===== config.mk =====
export PLATFORM = sky130hd
export DESIGN_NAME = irqc_dual_bank
export DESIGN_NICKNAME = d
export VERILOG_FILES = /design/src/rtl/irqc_pkg.sv /design/src/rtl/irqc_prio_pick.sv /design/src/rtl/irqc_src_cond.sv /design/src/rtl/irqc_bank.sv /design/src/rtl/irqc_dual_bank.sv
export SDC_FILE = /design/constraint.sdc
export NUM_CORES = 2
export LEC_CHECK = 0
export ABC_AREA = 1
export BUFFER_PORTS_ARGS = -buffer_cell sky130_fd_sc_hd__buf_2
export CAP_MARGIN = 20
export CORE_MARGIN = 5
export CORE_UTILIZATION = 55
export CTS_BUF_LIST = sky130_fd_sc_hd__clkbuf_8
export CTS_CLUSTER_SIZE = 10
export DETAILED_ROUTE_END_ITERATION = 12
export HOLD_SLACK_MARGIN = 0.1
export PLACE_DENSITY = 0.84
export SLEW_MARGIN = 10
export SYNTH_ARGS = -nofsm -noshare
export SYNTH_HDL_FRONTEND = slang
export SYNTH_SLANG_ARGS = --single-unit

===== constraint.sdc =====
create_clock -name clk -period 37.5 [get_ports clk]
set_input_delay 11.25 -clock clk [delete_from_list [all_inputs] [get_ports clk]]
set_output_delay 11.25 -clock clk [all_outputs]
set_load 0.05 [all_outputs]

===== src/rtl/irqc_pkg.sv =====
package irqc_pkg;

   // offsets inside one bank window
   localparam logic [7:0] OFF_STATUS  = 8'h00;
   localparam logic [7:0] OFF_RAW     = 8'h04;
   localparam logic [7:0] OFF_EN_SET  = 8'h08;
   localparam logic [7:0] OFF_EN_CLR  = 8'h0C;
   localparam logic [7:0] OFF_CURRENT = 8'h20;
   localparam logic [7:0] OFF_ACK     = 8'h28;
   localparam logic [7:0] OFF_THRESH  = 8'h2C;

   // offsets inside the shared conditioning window (region 2)
   localparam logic [7:0] OFF_POLSEL  = 8'h00;
   localparam logic [7:0] OFF_CAPSEL  = 8'h04;

   // 256-byte regions selected by the address bits above bit 7
   localparam int REGION_BANK0 = 0;
   localparam int REGION_BANK1 = 1;
   localparam int REGION_COND  = 2;
   localparam int REGION_PRIO  = 3;

   localparam int NUM_BANKS = 2;

endpackage


===== src/rtl/irqc_prio_pick.sv =====
module irqc_prio_pick #(
   parameter int NUM_SRC = 32,
   parameter int PRIO_W  = 4,
   localparam int IDX_W  = (NUM_SRC > 1) ? $clog2(NUM_SRC) : 1
) (
   input  logic [NUM_SRC-1:0]             cand,
   input  logic [NUM_SRC-1:0][PRIO_W-1:0] prio,
   output logic [IDX_W-1:0]               win_idx,
   output logic                           win_found
);

   logic [PRIO_W-1:0] best_prio;

   // scan from the top index downward; "<=" lets a lower index replace an
   // equal-priority winner, so ties resolve to the smallest index
   always_comb begin
      win_idx   = '0;
      win_found = 1'b0;
      best_prio = '1;
      for (int i = NUM_SRC - 1; i >= 0; i--) begin
         if (cand[i] && (!win_found || prio[i] <= best_prio)) begin
            win_idx   = IDX_W'(i);
            best_prio = prio[i];
            win_found = 1'b1;
         end
      end
   end

endmodule


===== src/rtl/irqc_src_cond.sv =====
module irqc_src_cond #(
   parameter int NUM_SRC = 32,
   parameter int PRIO_W  = 4,
   parameter int DATA_W  = 32
) (
   input  logic                           clk,
   input  logic                           rst_n,
   input  logic [NUM_SRC-1:0]             lines,
   input  logic                           wr_pol,
   input  logic                           wr_cap,
   input  logic [NUM_SRC-1:0]             wr_prio,
   input  logic [DATA_W-1:0]              wdata,
   output logic [NUM_SRC-1:0]             pol_q,
   output logic [NUM_SRC-1:0]             cap_q,
   output logic [NUM_SRC-1:0][PRIO_W-1:0] prio_q,
   output logic [NUM_SRC-1:0]             level
);

   always_ff @(posedge clk or negedge rst_n) begin
      if (!rst_n) begin
         pol_q <= '1;
         cap_q <= '0;
      end else begin
         if (wr_pol) pol_q <= wdata[NUM_SRC-1:0];
         if (wr_cap) cap_q <= wdata[NUM_SRC-1:0];
      end
   end

   for (genvar i = 0; i < NUM_SRC; i++) begin : g_src
      always_ff @(posedge clk or negedge rst_n) begin
         if (!rst_n)          prio_q[i] <= '0;
         else if (wr_prio[i]) prio_q[i] <= wdata[PRIO_W-1:0];
      end
      // polarity bit 1 = pass through, 0 = invert
      assign level[i] = lines[i] ^ ~pol_q[i];
   end

   p_prio_write_r9 : assert property (@(posedge clk) disable iff (!rst_n)
      $past(wr_prio) == '0 |-> $stable(prio_q))
      else $error("p_prio_write_r9: priority changed without a write");

endmodule


===== src/rtl/irqc_bank.sv =====
module irqc_bank #(
   parameter int NUM_SRC = 32,
   parameter int PRIO_W  = 4,
   parameter int DATA_W  = 32,
   localparam int IDX_W  = (NUM_SRC > 1) ? $clog2(NUM_SRC) : 1
) (
   input  logic                           clk,
   input  logic                           rst_n,
   input  logic [NUM_SRC-1:0]             level,
   input  logic [NUM_SRC-1:0]             capture,
   input  logic [NUM_SRC-1:0][PRIO_W-1:0] prio,
   input  logic                           wr_set,
   input  logic                           wr_clr,
   input  logic                           wr_thr,
   input  logic [DATA_W-1:0]              wdata,
   input  logic                           ack,
   output logic [NUM_SRC-1:0]             raw,
   output logic [NUM_SRC-1:0]             masked,
   output logic [NUM_SRC-1:0]             mask_q,
   output logic [PRIO_W-1:0]              thr_q,
   output logic [IDX_W-1:0]               cur_idx,
   output logic                           req
);

   logic [NUM_SRC-1:0] held_q;
   logic [NUM_SRC-1:0] thr_ok;
   logic               found;

   always_ff @(posedge clk or negedge rst_n) begin
      if (!rst_n) begin
         mask_q <= '0;
         thr_q  <= '1;
      end else begin
         if (wr_set) mask_q <= mask_q | wdata[NUM_SRC-1:0];
         if (wr_clr) mask_q <= mask_q & ~wdata[NUM_SRC-1:0];
         if (wr_thr) thr_q  <= wdata[PRIO_W-1:0];
      end
   end

   // captured requests; acknowledge wins on its own edge
   always_ff @(posedge clk or negedge rst_n) begin
      if (!rst_n)   held_q <= '0;
      else if (ack) held_q <= '0;
      else          held_q <= held_q | (level & capture);
   end

   for (genvar i = 0; i < NUM_SRC; i++) begin : g_thr
      assign thr_ok[i] = (prio[i] <= thr_q);
   end

   assign raw    = level | (held_q & capture);
   assign masked = raw & mask_q & thr_ok;
   assign req    = |masked;

   irqc_prio_pick #(
      .NUM_SRC (NUM_SRC),
      .PRIO_W  (PRIO_W)
   ) u_pick (
      .cand      (masked),
      .prio      (prio),
      .win_idx   (cur_idx),
      .win_found (found)
   );

   p_enable_sets_r2 : assert property (@(posedge clk) disable iff (!rst_n)
      wr_set && !wr_clr |=> (mask_q & $past(wdata[NUM_SRC-1:0])) == $past(wdata[NUM_SRC-1:0]))
      else $error("p_enable_sets_r2");

   p_disable_clears_r2 : assert property (@(posedge clk) disable iff (!rst_n)
      wr_clr |=> (mask_q & $past(wdata[NUM_SRC-1:0])) == '0)
      else $error("p_disable_clears_r2");

   p_capture_holds_r4 : assert property (@(posedge clk) disable iff (!rst_n)
      !$past(ack) && capture == $past(capture)
      |-> (raw & capture & $past(raw)) == ($past(raw) & capture))
      else $error("p_capture_holds_r4");

   p_winner_pending_r7 : assert property (@(posedge clk) disable iff (!rst_n)
      found |-> masked[cur_idx])
      else $error("p_winner_pending_r7");

   p_idle_zero_r7 : assert property (@(posedge clk) disable iff (!rst_n)
      !req |-> cur_idx == '0)
      else $error("p_idle_zero_r7");

   p_thr_gate_r8 : assert property (@(posedge clk) disable iff (!rst_n)
      req |-> prio[cur_idx] <= thr_q)
      else $error("p_thr_gate_r8");

endmodule


===== src/rtl/irqc_dual_bank.sv =====
module irqc_dual_bank #(
   parameter int NUM_SRC = 32,
   parameter int PRIO_W  = 4,
   parameter int DATA_W  = 32,
   parameter int ADDR_W  = 12
) (
   input  logic               clk,
   input  logic               rst_n,
   input  logic [NUM_SRC-1:0] src_lines,
   input  logic [ADDR_W-1:0]  bus_addr,
   input  logic               bus_wr,
   input  logic               bus_rd,
   input  logic [DATA_W-1:0]  bus_wdata,
   output logic [DATA_W-1:0]  bus_rdata,
   output logic               irq_req,
   output logic               fiq_req
);
   import irqc_pkg::*;

   localparam int IDX_W = (NUM_SRC > 1) ? $clog2(NUM_SRC) : 1;
   localparam int RG_W  = ADDR_W - 8;

   // elaboration-time parameter checks
   if (NUM_SRC < 1 || NUM_SRC > DATA_W) begin : g_bad_nsrc
      $error("irqc_dual_bank: NUM_SRC must lie in 1..DATA_W");
   end
   if (NUM_SRC > 64) begin : g_bad_prio_window
      $error("irqc_dual_bank: priority window holds at most 64 sources");
   end
   if (PRIO_W < 1 || PRIO_W > 8) begin : g_bad_prio_w
      $error("irqc_dual_bank: PRIO_W must lie in 1..8");
   end
   if (ADDR_W < 10) begin : g_bad_addr
      $error("irqc_dual_bank: ADDR_W must be at least 10");
   end

   logic [RG_W-1:0] region;
   logic [7:0]      offs;
   assign region = bus_addr[ADDR_W-1:8];
   assign offs   = bus_addr[7:0];

   logic                           in_cond, in_prio;
   logic [NUM_SRC-1:0]             wr_prio;
   logic [NUM_SRC-1:0]             pol_q, cap_q, level;
   logic [NUM_SRC-1:0][PRIO_W-1:0] prio_q;

   assign in_cond = (region == RG_W'(REGION_COND));
   assign in_prio = (region == RG_W'(REGION_PRIO)) && (offs[1:0] == 2'b00);

   for (genvar i = 0; i < NUM_SRC; i++) begin : g_prio_dec
      assign wr_prio[i] = bus_wr && in_prio && (offs[7:2] == 6'(i));
   end

   irqc_src_cond #(
      .NUM_SRC (NUM_SRC),
      .PRIO_W  (PRIO_W),
      .DATA_W  (DATA_W)
   ) u_cond (
      .clk     (clk),
      .rst_n   (rst_n),
      .lines   (src_lines),
      .wr_pol  (bus_wr && in_cond && offs == OFF_POLSEL),
      .wr_cap  (bus_wr && in_cond && offs == OFF_CAPSEL),
      .wr_prio (wr_prio),
      .wdata   (bus_wdata),
      .pol_q   (pol_q),
      .cap_q   (cap_q),
      .prio_q  (prio_q),
      .level   (level)
   );

   // two banks share the conditioned levels and priorities
   logic [NUM_SRC-1:0] b_raw  [NUM_BANKS];
   logic [NUM_SRC-1:0] b_mskd [NUM_BANKS];
   logic [NUM_SRC-1:0] b_mask [NUM_BANKS];
   logic [PRIO_W-1:0]  b_thr  [NUM_BANKS];
   logic [IDX_W-1:0]   b_cur  [NUM_BANKS];
   logic               b_req  [NUM_BANKS];
   logic               b_hit  [NUM_BANKS];

   for (genvar b = 0; b < NUM_BANKS; b++) begin : g_bank
      assign b_hit[b] = (region == RG_W'(b));

      irqc_bank #(
         .NUM_SRC (NUM_SRC),
         .PRIO_W  (PRIO_W),
         .DATA_W  (DATA_W)
      ) u_bank (
         .clk     (clk),
         .rst_n   (rst_n),
         .level   (level),
         .capture (cap_q),
         .prio    (prio_q),
         .wr_set  (bus_wr && b_hit[b] && offs == OFF_EN_SET),
         .wr_clr  (bus_wr && b_hit[b] && offs == OFF_EN_CLR),
         .wr_thr  (bus_wr && b_hit[b] && offs == OFF_THRESH),
         .wdata   (bus_wdata),
         .ack     (bus_rd && b_hit[b] && offs == OFF_ACK),
         .raw     (b_raw[b]),
         .masked  (b_mskd[b]),
         .mask_q  (b_mask[b]),
         .thr_q   (b_thr[b]),
         .cur_idx (b_cur[b]),
         .req     (b_req[b])
      );
   end

   assign irq_req = b_req[REGION_BANK0];
   assign fiq_req = b_req[REGION_BANK1];

   // read multiplexer
   logic [DATA_W-1:0] rd_next;

   always_comb begin
      rd_next = '0;
      for (int b = 0; b < NUM_BANKS; b++) begin
         if (b_hit[b]) begin
            case (offs)
               OFF_STATUS, OFF_ACK:    rd_next = DATA_W'(b_mskd[b]);
               OFF_RAW:                rd_next = DATA_W'(b_raw[b]);
               OFF_EN_SET, OFF_EN_CLR: rd_next = DATA_W'(b_mask[b]);
               OFF_CURRENT:            rd_next = DATA_W'(b_cur[b]);
               OFF_THRESH:             rd_next = DATA_W'(b_thr[b]);
               default:                rd_next = '0;
            endcase
         end
      end
      if (in_cond) begin
         if (offs == OFF_POLSEL) rd_next = DATA_W'(pol_q);
         if (offs == OFF_CAPSEL) rd_next = DATA_W'(cap_q);
      end
      if (in_prio) begin
         for (int i = 0; i < NUM_SRC; i++) begin
            if (offs[7:2] == 6'(i)) rd_next = DATA_W'(prio_q[i]);
         end
      end
   end

   always_ff @(posedge clk or negedge rst_n) begin
      if (!rst_n)      bus_rdata <= '0;
      else if (bus_rd) bus_rdata <= rd_next;
   end

   p_rdata_hold_r10 : assert property (@(posedge clk) disable iff (!rst_n)
      !$past(bus_rd) |-> $stable(bus_rdata))
      else $error("p_rdata_hold_r10");

   p_irq_from_status_r6 : assert property (@(posedge clk) disable iff (!rst_n)
      irq_req |-> b_mask[REGION_BANK0] != '0)
      else $error("p_irq_from_status_r6");

   p_fiq_from_status_r6 : assert property (@(posedge clk) disable iff (!rst_n)
      fiq_req |-> b_mask[REGION_BANK1] != '0)
      else $error("p_fiq_from_status_r6");

endmodule


Word-level counts from Yosys, hierarchy flattened
Index checks and enable logic that the tools add are counted.
{"block": "totals", "ff_bits": 360, "input_bits": 80, "output_inout_bits": 34, "wordCells": 766}
{"block": "classes", "order_cmp": 126, "n_eq_ne": 40, "mux": 234, "n_bitwise": 80, "reduce_logical": 245}
{"op": "$mux 32", "n": 44}
{"op": "$le 4x4->1", "n": 126}
{"op": "$mux 5", "n": 64}
{"op": "$pmux 32 s5", "n": 2}
{"op": "$and 32x32->32", "n": 9}
{"op": "$mux 4", "n": 62}
{"op": "$or 32x32->32", "n": 6}
{"op": "$logic_and 1x1->1", "n": 111}
{"op": "$eq 6x5->1 const B", "n": 16}
{"op": "$reduce_or 32->1", "n": 2}
{"op": "$logic_not 1->1", "n": 62}
{"op": "$logic_or 1x1->1", "n": 62}
{"op": "$mux 1", "n": 62}
{"op": "$eq 6x4->1 const B", "n": 8}
{"op": "$not 1->1", "n": 32}
{"op": "$not 32->32", "n": 1}
{"op": "$xor 1x1->1", "n": 32}
{"op": "$eq 6x3->1 const B", "n": 4}
{"op": "$eq 8x6->1 const B", "n": 3}
{"op": "$eq 8x4->1 const B", "n": 2}
{"op": "$eq 6x2->1 const B", "n": 2}
{"op": "$eq 4x2->1 const B", "n": 2}
{"op": "$eq 8x3->1 const B", "n": 1}
{"op": "$logic_not 8->1", "n": 1}
{"op": "7 further kinds", "n": 9}

Logic depth before layout (Yosys ltp)
{"block": "logic_depth", "word_depth": 169, "mapped_depth": 332, "depth_no_buf": 316}

Hierarchy
From an unflattened synthesis, not the netlist that was laid out.
{"block": "unflattened", "hier_cells": 6172, "area_unflattened_um2": 39222.6}
{"module": "irqc_src_cond", "instances": 1, "cells_per_inst": 992, "area_per_inst_um2": 8100.3, "seq_area_each_um2": 4844.6}
{"module": "irqc_bank at g_bank[0].u_bank", "instances": 1, "cells_per_inst": 1017, "area_per_inst_um2": 6734.0, "seq_area_each_um2": 1706.6}
{"module": "irqc_bank at g_bank[1].u_bank", "instances": 1, "cells_per_inst": 1017, "area_per_inst_um2": 6730.2, "seq_area_each_um2": 1706.6}
{"module": "irqc_prio_pick at g_bank[0].u_bank.u_pick", "instances": 1, "cells_per_inst": 1087, "area_per_inst_um2": 6232.2, "seq_area_each_um2": 0.0}
{"module": "irqc_prio_pick at g_bank[1].u_bank.u_pick", "instances": 1, "cells_per_inst": 1084, "area_per_inst_um2": 6199.7, "seq_area_each_um2": 0.0}
{"module": "irqc_dual_bank", "instances": 1, "cells_per_inst": 975, "area_per_inst_um2": 5226.3, "seq_area_each_um2": 800.8}

Worst setup path before layout
Ideal clock, no wire load.
{"block": "synth_path", "path_type": "input port to flip-flop", "from": "input src_lines[31]", "to": "register bus_rdata[3]", "setup_time_ps": 118, "arrival_ps": 46862, "required_ps": 37382, "path_slack_ps": -9480, "cell_stages": 288, "path_buffers": 13, "path_cell_list": "inv_1 > nand2_2 > o211ai_1 > nand3_1 > nor2_1 > ha_1 > nand2_1 > inv_1 > a32oi_1 > nand2_1 > nand2_1 > inv_1 > o21ai_0 > inv_1 > ha_1 > nor2_1 > o21ai_0 > a32oi_1 > (+252 left out) > a21boi_1 > nand4_1 > nand2_1 > nand2_1 > nand2_1 > nand4_1 > nor2_1 > nand4_1 > nor2_1 > nand4_1 > nor2_1 > nand3_1 > nand2_1 > nand3_1 > nor2_1 > nand4_1 > nand2_1 > nand2_1"}
{"block": "synth_between", "elab_chain_len": 168, "word_cells_on_any_way": 483, "classes_between": "62 x order compare; 228 x mux; 7 x bitwise; 186 x reduce/logical"}
{"item": "from (decl)", "line": "irqc_dual_bank.sv:9", "text": "input logic [NUM_SRC-1:0] src_lines,"}
{"item": "$xor 1x1->1 (*)", "line": "irqc_src_cond.sv:35", "text": "assign level[i] = lines[i] ^ ~pol_q[i];"}
{"item": "$or 32x32->32", "line": "irqc_bank.sv:51", "text": "assign raw = level | (held_q & capture);"}
{"item": "$and 32x32->32 (2 in a row)", "line": "irqc_bank.sv:52", "text": "assign masked = raw & mask_q & thr_ok;"}
{"item": "$mux 4 or $mux 1 (tied branches)", "line": "irqc_prio_pick.sv:21", "text": "if (cand[i] && (!win_found || prio[i] <= best_prio)) begin"}
{"item": "$le 4x4->1 or $logic_not 1->1 (tied branches)", "line": "irqc_prio_pick.sv:21"}
{"item": "$logic_or 1x1->1", "line": "irqc_prio_pick.sv:21"}
{"item": "$logic_and 1x1->1", "line": "irqc_prio_pick.sv:21"}
{"item": "$mux 4 or $mux 1 (tied branches)", "line": "irqc_prio_pick.sv:21"}
{"item": "(+120 left out)"}
{"item": "$pmux 32 s5", "line": "irqc_dual_bank.sv:118", "text": "case (offs)"}
{"item": "$mux 32", "line": "irqc_dual_bank.sv:117", "text": "if (b_hit[b]) begin"}
{"item": "$mux 32 (*)", "line": "irqc_dual_bank.sv:117"}
{"item": "$mux 32", "line": "irqc_dual_bank.sv:129", "text": "if (offs == OFF_POLSEL) rd_next = DATA_W'(pol_q);"}
{"item": "$mux 32", "line": "irqc_dual_bank.sv:130", "text": "if (offs == OFF_CAPSEL) rd_next = DATA_W'(cap_q);"}
{"item": "$mux 32 (*)", "line": "irqc_dual_bank.sv:128", "text": "if (in_cond) begin"}
{"item": "$mux 32 (32 in a row)", "line": "irqc_dual_bank.sv:134", "text": "if (offs[7:2] == 6'(i)) rd_next = DATA_W'(prio_q[i]);"}
{"item": "$mux 32 (*)", "line": "irqc_dual_bank.sv:132", "text": "if (in_prio) begin"}
{"item": "to (signal assigned)", "line": "irqc_dual_bank.sv:141", "text": "else if (bus_rd) bus_rdata <= rd_next;"}
{"item": "to (decl)", "line": "irqc_dual_bank.sv:14", "text": "output logic [DATA_W-1:0] bus_rdata,"}
Mark *: on every way between the ends. The rest lies on a longest branch, timed or not.
A chain may end at the register's enable or synchronous reset.

Final worst setup path
Ends and elaborated chain as after synthesis.

==> summary.md <==
| Metric | Value |
|---|---|
| Post-synth design cell area | 34000 sq um |
| Setup WS post-layout | -9.99 ns |
| Sink Count | 360 |
| Combinational fraction of design power | 41.0% |
| Later-pin clock latency in the skew report | 0.71 ns |
| Clock Path Buffers | 3 |
| Post-DP Area | 39000 sq um |
| Initial core utilization | 55.4% |
| Final wirelength | 128 mm |
| #FFs+latches synth | 360 |
| Worst Path Arrival | 48.09 ns |
| Post-layout instance area | 42300 sq um |
| Critical Path End Type | flip-flop |
| H-tree depth | 3 |
| Crit-path max cell delay | 0.35 ns |
| WL met2 | 54.4 mm |
| Library cells used by synthesis | 52 |
| Synth Warn # | 0 |
| Status | complete, but fails checks |
| Top post-synthesis cells by area | dfrtp_1, ha_1, nand2_1, o21ai_0, inv_1 |
| Core Region | 61500 sq um |
| IO Pins | 114 |
| Relative slew margins | 22.6% |
| TritonCTS Buffers | 69 |
| RSZ-0062 raised after global routing | yes |
| Largest net degree at the start of global routing | 171 |
| Die X | 259 um |
| Initial detailed-routing violation count | 4323 |
| Area Growth Syn to Fin | 24.3% |
| Maxcap violations | 0 |
| Critical Path Fanout Max | 7 |
| Num rows | 91 |
| Die height | 259 um |
| Sw Pwr | 494 uW |
| Number of antenna violations at the first check in global routing | 6 |
| PortBufs | 113 |
| Sequential cell area fraction in the yosys report | 26.6% |
| Max frequency | 0.0211 GHz |
| Post-synth EDFFs | 0 |
| Root Buffer | clkbuf_8 |
| Post-Layout Cell Count | 6447 |
| Sw Ratio | 36.5% |
| Met1 WL | 47.7 mm |
| Worst hold-check path type | reg2reg |
| Layout Nets | 6153 |
| Gpl congestion | 1.03 |
| Die area | 67000 sq um |
| Synth area leader | dfrtp_1 |
| DR vias/cell | 6.02 |
| Critical path required time | 38.10 ns |
| Setup WS pre-CTS | -9.60 ns |
| Leakage power | 0.0217 uW |
| Slowest cell on the critical path | ha_1 |
| Commonest cells after routing, fill and taps aside | nand2_1, inv_1, buf_4 |
| Layout cell share with drive strength beyond 1 | 23.0% |
| Layout Skew | 0.0613 ns |
| FFs w/ async S/R, synth | 100% |
| Internal cell power | 859 uW |
| Total gr overflow | 0 |
| Synthesized netlist cell count | 4952 |
| Critical Path Source Type | input pin |
| Share of the synthesized area in the top cell type | 23.5% |
| Synthesized net count | 5507 |
| Final Power | 1350 uW |
| Final hold vios | 0 |
| Routed wl met3 | 15.8 mm |
| Ys flop type | dfrtp_1 |
| Placed cell count | 6227 |
| Vias | 38800 |
| WL/cell | 19.8 um |
| Number of hold buffers added after cts | 0 |
| Pwr dens | 32.0 nW/um^2 |
| Final Slew Violations | 0 |
| Final min period | 47.49 ns |
| Global-route wire length before repair | 192 mm |
| Most frequent cell on the critical path | nand2_1 |
| Critical path class | in2reg |
| Clk network pwr share | 29.9% |
| Post-DP HPWL | 87.3 mm |
| Mean Syn Cell Area | 6.88 sq um |
| Router iterations before antenna repair | 12 |
| Worst hold slack | 0.472 ns |
| GRT Total Usage | 35.5% |
| Seq pwr share | 29.1% |
| Final period utilization | 127% |
| ANT nets after route | 0 |
| Failing checks | setup timing |
| Commonest non-fill, non-tap cell in the layout | nand2_1 |
| Vias in the first global route | 36700 |
| Slew at the pin closest to its max-slew limit | 1.15 ns |
| Worst vdd ir | 0.0000254 V |
| # setup viols final | 6 |
| CTS tree | yes |
| DRC | 0 |
| Clock slew at reported path FFs | 0.06 ns |
| Top sig layer | met5 |
-- layout make-up --
cell class | count | area (sq um)
clock inverters | 43 | 244
repair inverters | 1 | 5.00
diodes | 4 | 10.0
well taps | 790 | 988
clock buffers | 83 | 1140
multi-input cells | 3804 | 23400
inverters | 693 | 2630
fillers | 4725 | 19200
repair buffers | 669 | 4820
flip-flops and latches | 360 | 9060
-- worst paths after layout --
kind / slack, ns / startpoint / endpoint / cells past startpoint
min in group asynchronous: 10.68 / rst_n / asynchronous set/reset pin / 1
worst max register to register: -0.57 / g_bank[1].u_bank.thr_q[3] / bus_rdata[3] / 290
max in group asynchronous: 24.38 / rst_n / bus_rdata[19] / 3
worst min-delay path: 0.47 / bus_rdata[12] / bus_rdata[12] / 2
worst min register to register: 0.47 / bus_rdata[12] / bus_rdata[12] / 2
worst max-delay path: -9.99 / src_lines[31] / bus_rdata[3] / 289
-- per-stage QoR --
stage          util (%)  setup TNS, ns
5_1_grt            68.8         -64.29
4_1_cts            66.6         -38.22
6_report           68.9         -49.79
2_1_floorplan         -         -28.02
3_5_place_dp       63.4         -48.80
3_3_place_gp       63.4         -41.06
-- cells in the mapped netlist (40+ instances only) --
master and instances:
dfstp_2 40, nand3_1 212, nand4_1 103, inv_1 677, o21bai_1 57, a21oi_1 270
ha_1 475, o21ai_0 699, dfrtp_1 320, nor2_1 261, clkbuf_1 88, nand2_1 1295
nand2_2 91
-- power by group through the flow --
stage	registers (uW)	logic (uW)	clock network, uW
6_report	394	554	405
5_1_grt	394	601	426
4_1_cts	393	448	406
3_5_place_dp	400	415	0
3_3_place_gp	400	402	0
2_1_floorplan	400	245	0
-- what timing repair did --
action / 4_1_cts / 5_1_grt
gates cloned: 17 / 6
setup buffers: 32 / 36
gates resized for setup: 107 / 268
endpoints found under the setup margin: 6 / 6
pin swaps: 53 / 219
-- kinds of logic after synthesis --
logic type      synth area share [%]
simple gates                    26.3
compound gates                  19.6
buf+inv                         9.25
fa+ha+maj                       17.5
flops                           26.6
xor+xnor                       0.797
-- layer usage --
| metal | up-vias | track usage (%) |
|---|---|---|
| met3 | 726 | 8.60 |
| met1 | 17700 | 45.3 |
| met2 | 2345 | 55.3 |
| met5 | - | 0 |
| li1 | 18000 | - |
| met4 | 4 | 20.4 |
-- worst max-delay path: cells and delay by family --
kind | cells | cell delay [ns]
AO/OA/AOI/OAI | 108 | 12.77
AND/OR/NAND/NOR | 109 | 12.06
buffers and inverters | 41 | 3.14
adder cells (fa/ha/maj) | 31 | 8.81
Power figures use the tool's default switching activity.
